File: src/rtl/staddr_pkg.sv
package staddr_pkg;

  localparam int PROM_BYTES = 16;
  localparam int PROM_IDX_W = $clog2(PROM_BYTES);
  localparam int LANES      = 4;
  localparam int DATA_W     = 8 * LANES;

  typedef enum logic [1:0] {
    SZ_BYTE = 2'd0,
    SZ_HALF = 2'd1,
    SZ_WORD = 2'd2,
    SZ_RSVD = 2'd3
  } acc_size_e;

  typedef struct packed {
    logic             in_prom;
    logic             prom_ok;
    logic             fwd_ok;
    logic [LANES-1:0] lanes;
  } dec_t;

  // all-ones value (and data mask) of an access width
  function automatic logic [DATA_W-1:0] size_mask(input logic [1:0] sz);
    case (sz)
      SZ_BYTE: size_mask = 32'h0000_00FF;
      SZ_HALF: size_mask = 32'h0000_FFFF;
      default: size_mask = 32'hFFFF_FFFF;
    endcase
  endfunction

endpackage

File: src/rtl/staddr_decode.sv
module staddr_decode
  import staddr_pkg::*;
#(
  parameter int OFS_W = 5
) (
  input  logic [OFS_W-1:0] offset,
  input  logic [1:0]       size,
  input  logic             io32,
  output dec_t             dec
);

  always_comb begin
    dec         = '0;
    dec.in_prom = (offset[OFS_W-1:PROM_IDX_W] == '0);
    if (dec.in_prom) begin
      if (!io32) begin
        if (size == SZ_BYTE) begin
          dec.prom_ok = 1'b1;
          dec.lanes   = 4'b0001;
        end else if (size == SZ_HALF && !offset[0]) begin
          dec.prom_ok = 1'b1;
          dec.lanes   = 4'b0011;
        end
      end else if (size == SZ_WORD && offset[1:0] == 2'b00) begin
        dec.prom_ok = 1'b1;
        dec.lanes   = 4'b1111;
      end
    end else begin
      dec.fwd_ok = (size == SZ_HALF) || (size == SZ_WORD);
    end
  end

endmodule

File: src/rtl/staddr_prom.sv
module staddr_prom
  import staddr_pkg::*;
#(
  parameter logic [8*PROM_BYTES-1:0] INIT_ADDR = '0
) (
  input  logic                  clk,
  input  logic                  rst_n,
  input  logic                  wr_en,
  input  logic [PROM_IDX_W-1:0] base,
  input  logic [LANES-1:0]      lanes,
  input  logic [DATA_W-1:0]     wdata,
  output logic [DATA_W-1:0]     rdata
);

  logic [8*PROM_BYTES-1:0] flat;

  for (genvar j = 0; j < PROM_BYTES; j++) begin : g_cell
    localparam logic [PROM_IDX_W-1:0] IDX = PROM_IDX_W'(j);
    logic [PROM_IDX_W-1:0] rel;
    logic                  hit;
    logic [7:0]            q;

    assign rel = IDX - base;
    assign hit = wr_en && (rel[PROM_IDX_W-1:2] == '0) && lanes[rel[1:0]];

    always_ff @(posedge clk) begin
      if (!rst_n)   q <= INIT_ADDR[8*j +: 8];
      else if (hit) q <= wdata[8*rel[1:0] +: 8];
    end

    assign flat[8*j +: 8] = q;
  end

  for (genvar i = 0; i < LANES; i++) begin : g_lane
    logic [PROM_IDX_W-1:0] idx;
    assign idx = base + PROM_IDX_W'(i);
    assign rdata[8*i +: 8] = lanes[i] ? flat[8*idx +: 8] : 8'h00;
  end

endmodule

File: src/rtl/staddr_fwd.sv
module staddr_fwd
  import staddr_pkg::*;
#(
  parameter int OFS_W = 5
) (
  input  logic              clk,
  input  logic              rst_n,
  input  logic              launch,
  input  logic              in_write,
  input  logic [1:0]        in_size,
  input  logic [OFS_W-1:0]  in_offset,
  input  logic [DATA_W-1:0] in_wdata,
  output logic              fwd_valid,
  output logic              fwd_write,
  output logic [1:0]        fwd_size,
  output logic [OFS_W-1:0]  fwd_offset,
  output logic [DATA_W-1:0] fwd_wdata,
  input  logic              fwd_rvalid,
  input  logic [DATA_W-1:0] fwd_rdata,
  output logic              busy,
  output logic              rd_done,
  output logic [DATA_W-1:0] rd_data
);

  logic reply_slot;

  always_ff @(posedge clk) begin
    if (!rst_n) begin
      fwd_valid  <= 1'b0;
      fwd_write  <= 1'b0;
      fwd_size   <= '0;
      fwd_offset <= '0;
      fwd_wdata  <= '0;
      reply_slot <= 1'b0;
    end else begin
      fwd_valid  <= launch;
      reply_slot <= fwd_valid && !fwd_write;
      if (launch) begin
        fwd_write  <= in_write;
        fwd_size   <= in_size;
        fwd_offset <= in_offset;
        fwd_wdata  <= in_wdata;
      end
    end
  end

  assign busy    = (fwd_valid && !fwd_write) || reply_slot;
  assign rd_done = reply_slot;
  assign rd_data = fwd_rvalid ? (fwd_rdata & size_mask(fwd_size))
                              : size_mask(fwd_size);

endmodule

File: src/rtl/staddr_io_front.sv
module staddr_io_front
  import staddr_pkg::*;
#(
  parameter int                      OFS_W     = 5,
  parameter logic [8*PROM_BYTES-1:0] INIT_ADDR = 128'h0000_0000_0000_0000_0000_5634_1200_5452
) (
  input  logic             clk,
  input  logic             rst_n,
  input  logic             req_valid,
  output logic             req_ready,
  input  logic             req_write,
  input  logic [1:0]       req_size,
  input  logic [OFS_W-1:0] req_offset,
  input  logic [31:0]      req_wdata,
  input  logic             prom_we,
  input  logic             io32_mode,
  output logic             rsp_valid,
  output logic [31:0]      rsp_rdata,
  output logic             fwd_valid,
  output logic             fwd_write,
  output logic [1:0]       fwd_size,
  output logic [OFS_W-1:0] fwd_offset,
  output logic [31:0]      fwd_wdata,
  input  logic             fwd_rvalid,
  input  logic [31:0]      fwd_rdata
);

  dec_t              dec;
  logic              take;
  logic              busy;
  logic              fwd_done;
  logic [DATA_W-1:0] fwd_rd;
  logic [DATA_W-1:0] prom_rd;
  logic              prom_wr;
  logic              local_rd;
  logic [DATA_W-1:0] local_data;

  assign req_ready = !busy;
  assign take      = req_valid && req_ready;

  staddr_decode #(.OFS_W(OFS_W)) u_dec (
    .offset (req_offset),
    .size   (req_size),
    .io32   (io32_mode),
    .dec    (dec)
  );

  assign prom_wr = take && req_write && dec.in_prom && dec.prom_ok && prom_we;

  staddr_prom #(.INIT_ADDR(INIT_ADDR)) u_prom (
    .clk   (clk),
    .rst_n (rst_n),
    .wr_en (prom_wr),
    .base  (req_offset[PROM_IDX_W-1:0]),
    .lanes (dec.lanes),
    .wdata (req_wdata),
    .rdata (prom_rd)
  );

  staddr_fwd #(.OFS_W(OFS_W)) u_fwd (
    .clk        (clk),
    .rst_n      (rst_n),
    .launch     (take && dec.fwd_ok),
    .in_write   (req_write),
    .in_size    (req_size),
    .in_offset  (req_offset),
    .in_wdata   (req_wdata),
    .fwd_valid  (fwd_valid),
    .fwd_write  (fwd_write),
    .fwd_size   (fwd_size),
    .fwd_offset (fwd_offset),
    .fwd_wdata  (fwd_wdata),
    .fwd_rvalid (fwd_rvalid),
    .fwd_rdata  (fwd_rdata),
    .busy       (busy),
    .rd_done    (fwd_done),
    .rd_data    (fwd_rd)
  );

  assign local_rd   = take && !req_write && !dec.fwd_ok;
  assign local_data = (dec.in_prom && dec.prom_ok) ? prom_rd : size_mask(req_size);

  always_ff @(posedge clk) begin
    if (!rst_n) begin
      rsp_valid <= 1'b0;
      rsp_rdata <= '0;
    end else begin
      rsp_valid <= local_rd || fwd_done;
      if (fwd_done)      rsp_rdata <= fwd_rd;
      else if (local_rd) rsp_rdata <= local_data;
    end
  end

endmodule

File: config.mk
export PLATFORM = sky130hd
export DESIGN_NAME = staddr_io_front
export DESIGN_NICKNAME = d
export VERILOG_FILES = /design/src/rtl/staddr_pkg.sv /design/src/rtl/staddr_decode.sv /design/src/rtl/staddr_prom.sv /design/src/rtl/staddr_fwd.sv /design/src/rtl/staddr_io_front.sv
export SDC_FILE = /design/constraint.sdc
export NUM_CORES = 1
export LEC_CHECK = 0
export BUFFER_PORTS_ARGS = -buffer_cell sky130_fd_sc_hd__buf_2
export CORE_MARGIN = 2
export CORE_UTILIZATION = 55
export DETAILED_ROUTE_END_ITERATION = 6
export PLACE_DENSITY = 0.76
export SYNTH_ARGS = -nofsm -noshare
export SYNTH_HDL_FRONTEND = slang
export SYNTH_SLANG_ARGS = --single-unit
File: constraint.sdc
create_clock -name clk -period 9.1 [get_ports clk]
set_input_delay 0.91 -clock clk [delete_from_list [all_inputs] [get_ports clk]]
set_output_delay 0.91 -clock clk [all_outputs]
set_load 0.05 [all_outputs]
==> flow_summary_export.csv <==
group,metric,value,unit
outcome,outcome,"finished clean",
clocking,numClockSinks,203,
placed_design,io_buffers,152,
synth,netlist_instances,1286,
worst_setup_path,critPathCaptureType,"register",
clocking,cts_setup_buffers,0,
power,p_leak,5.98,nW
timing,fin_tns_setup,0,ps
synth,syn_nets,1375,
worst_setup_path,crit_fanout,81,
synth,synthTopCellsByArea,"dfxtp_1, mux4_2, mux2i_1",
worst_setup_path,reg2regPathDepth,4,
power,finalPower,2.29,mW
synth,synthesis.area,13100,um^2
grt,antenna_found_initial,0,
die,dieArea,25000,um^2
die,die_h,158,um
hold_path,hold_end,"u_fwd.fwd_wdata[18]$_SDFFE_PN0P_",
timing,tightest_slew,1310,ps
synth,synth_cell_types,61,
worst_setup_path,reg2reg_from,"u_fwd.rd_done$_SDFF_PN0_",
timing,setup_ws,4590,ps
timing,rsz0062_at_grt,"no",
worst_setup_path,required,9550,ps
worst_setup_path,worst_ep_arrival_time,4960,ps
timing,max-slew-margin-rel,0.125,
detailed_routing,wire_per_inst,24.4,um
worst_setup_path,worstSetupStartpointType,"input port",
die,start_util,0.559,
layout,n_antenna_cell,0,
detailed_routing,routed_wl,41600,um
synth,yosys_warnings,0,
detailed_routing,drtPass1Iterations,5,
die,std_cell_rows,56,
die,die_w,158,um
detailed_routing,vias_per_cell,6.71,
clocking,htreeDepth,1,
grt,grt-ovfl-total,0,
synth,synth-async-reset-ratio,0,
synth,syn_area_per_cell,10.2,um^2
hold_path,min-delay-start,"u_fwd.fwd_wdata[18]$_SDFFE_PN0P_",
hold_path,min_path_cells,2,
synth,synth_top_area_frac,0.311,
timing,hold_violations,0,
grt,track_usage,0.333,
synth,ys_ff_latch,203,
power,cellPowerDensity,156,nW/um^2
worst_setup_path,r2r-end,"u_prom.g_cell[13].q[3]$_SDFFE_PN0P_",
clocking,hold_buffers,0,
layout,fin_area,14700,um^2
placed_design,dp.cells,1664,
timing,fin_hold_ws,453,ps
layout,post-route-util,0.627,
power,ir_drop,0.000127,V
clocking,clk_pin_slew,60,ps
placed_design,place.detailed.hpwl,29400,um
synth,synth_top_cell_by_area,"dfxtp_1",
clocking,cts_tree,"done",
run,cap_violations,0,
hold_path,hp-class,"reg -> reg",
synth,synth_edf_count,0,
clocking,ctsLongestPathBuffers,3,
timing,fin_crit_sh,0.496,
die,core,23400,um^2
layout,drive_gt1_frac,0.295,
timing,finalSetupViolCount,0,
layout,fin_cells,1706,
clocking,cts_buffers,23,
worst_setup_path,reg2reg_slack,6040,ps
grt,grt_pass1_vias,10600,
timing,clock_skew,11.8,ps
grt,grt_pass1_wl,62700,um
placed_design,gp_congestion,0.967,
layout,nNetsFinal,1459,
timing,max_freq,222,MHz
detailed_routing,vias,11500,
timing,slew_viol_final,0,
die,io-pin-count,153,
clocking,root_buffer,"clkbuf_16",
timing,period_needed,4510,ps
detailed_routing,postRouteAntennaNets,0,
clocking,worstSkewPairLatency,530,ps
layout,fillers,1972,
placed_design,detailedPlace.worstSlack,4250,ps
synth,synth_ff_type,"dfxtp_1",
placed_design,placed_cell_area,13900,um^2
synth,ys_seq_area_frac,0.311,
detailed_routing,drc,0,
grt,grt_max_degree,82,
layout,area_growth,12.2,%
clocking,ctsResizeCount,0,
detailed_routing,drt-initial-drc-count,1297,
worst_setup_path,path_class,"in -> reg",
## power by group
group          leakage [nW]  total, mW  switching [mW]  internal, mW
clock network         0.387      0.933           0.390         0.543
logic                  3.95      0.432           0.282         0.149
registers              1.64      0.923          0.0134         0.910
## sequential cells by signal, summed over array words and instances (netlist names)
| name | cells |
|---|---|
| rsp_rdata | 32 |
| u_fwd.fwd_offset | 5 |
| u_prom.g_cell.q | 128 |
| u_fwd.fwd_wdata | 32 |
| u_fwd.fwd_write | 1 |
| u_fwd.rd_done | 1 |
| u_fwd.fwd_size | 2 |
| u_fwd.fwd_valid | 1 |
| rsp_valid | 1 |
## how the worst max path moves through the flow
| stage | from | endpoint | slack [ps] | cells after the start |
|---|---|---|---|---|
| floorplan | req_offset[0] | rsp_rdata[10]$_SDFFE_PN0P_ | 5540 | 11 |
| global placement | req_offset[0] | rsp_rdata[12]$_SDFFE_PN0P_ | 4330 | 8 |
| detailed placement | req_offset[0] | u_prom.g_cell[9].q[6]$_SDFFE_PN0P_ | 4250 | 8 |
| CTS | req_offset[0] | u_prom.g_cell[9].q[6]$_SDFFE_PN0P_ | 4790 | 8 |
| global route | req_offset[0] | u_prom.g_cell[13].q[1]$_SDFFE_PN0P_ | 4480 | 8 |
| finish | req_offset[0] | u_prom.g_cell[13].q[3]$_SDFFE_PN0P_ | 4590 | 8 |
## layout make-up
type / count / area [um^2] / area share
multi-input cells: 952 / 8480 / 0.577
flip-flops and latches: 203 / 4060 / 0.277
repair buffers: 168 / 895 / 0.0609
clock buffers: 30 / 662 / 0.0451
well taps: 319 / 399 / 0.0272
clock inverters: 12 / 103 / 0.00699
inverters: 22 / 83.8 / 0.00571
## synth_stat cells (all sizes together), types with 4 or more instances
cell type and number:
nand2b 5, nor2 65, nor2b 7, or3 8, ha 11, and2 4
inv 21, mux2 21, a21oi 82, dfxtp 203, o21ai 67, a31oi 15
nand3 33, a211oi 8, mux4 151, or2 6, o32ai 6, nor3 4
a22oi 11, clkbuf 50, xor2 4, o2111ai 5, nand2 224, o22ai 9
mux2i 149, buf 59, o211ai 11, xnor2 9
## layout by cell type, fill, tap and decap left out, types with 3 or more instances in the layout
| master | instances |
|---|---|
| clkinv_2 | 10 |
| clkbuf_8 | 7 |
| nor2_1 | 65 |
| ha_1 | 10 |
| a211oi_1 | 7 |
| nand2_1 | 223 |
| nor3_1 | 4 |
| nand4_1 | 3 |
| a21oi_1 | 82 |
| xnor2_1 | 8 |
| buf_4 | 18 |
| o21ai_0 | 66 |
| o211ai_1 | 11 |
| a311oi_1 | 3 |
| or2_2 | 6 |
| o2111ai_2 | 5 |
| nor2b_1 | 7 |
| a22oi_1 | 11 |
| o21a_1 | 3 |
| nand3_1 | 33 |
| inv_1 | 18 |
| and2_1 | 4 |
| dfxtp_1 | 203 |
| or3_1 | 8 |
| clkbuf_16 | 23 |
| nand2b_1 | 5 |
| o32ai_1 | 6 |
| a31oi_1 | 15 |
| xor2_1 | 3 |
| mux2i_1 | 149 |
| mux2_2 | 21 |
| mux4_2 | 151 |
| o22ai_1 | 9 |
| buf_2 | 149 |
## critical path, cell delays in order
cell and delay [ps]:
clkbuf_8 390, inv_2 490, ha_4 290, a21boi_0 180, a211oi_2 910, o2111ai_2 380, nor3b_2 1070, mux2i_1 290
## layer usage
layer,wire length (um),GRT usage,up-vias,share of wire
met5,0,0,-,0
met2,17500,0.490,845,0.42
met3,6340,0.115,135,0.15
met4,1780,0.128,0,0.043
li1,-,-,4974,-
met1,16000,0.452,5501,0.38
## cell families after synthesis
kind of cell | count (synthesis) | synth area share
mux | 321 | 0.392
buf+inv | 131 | 0.0449
xor+xnor | 13 | 0.00870
fa+ha+maj | 11 | 0.0105
compound gates | 233 | 0.108
simple gates | 374 | 0.125
flops | 203 | 0.311
No activity file was read; power rests on OpenSTA's default activity.
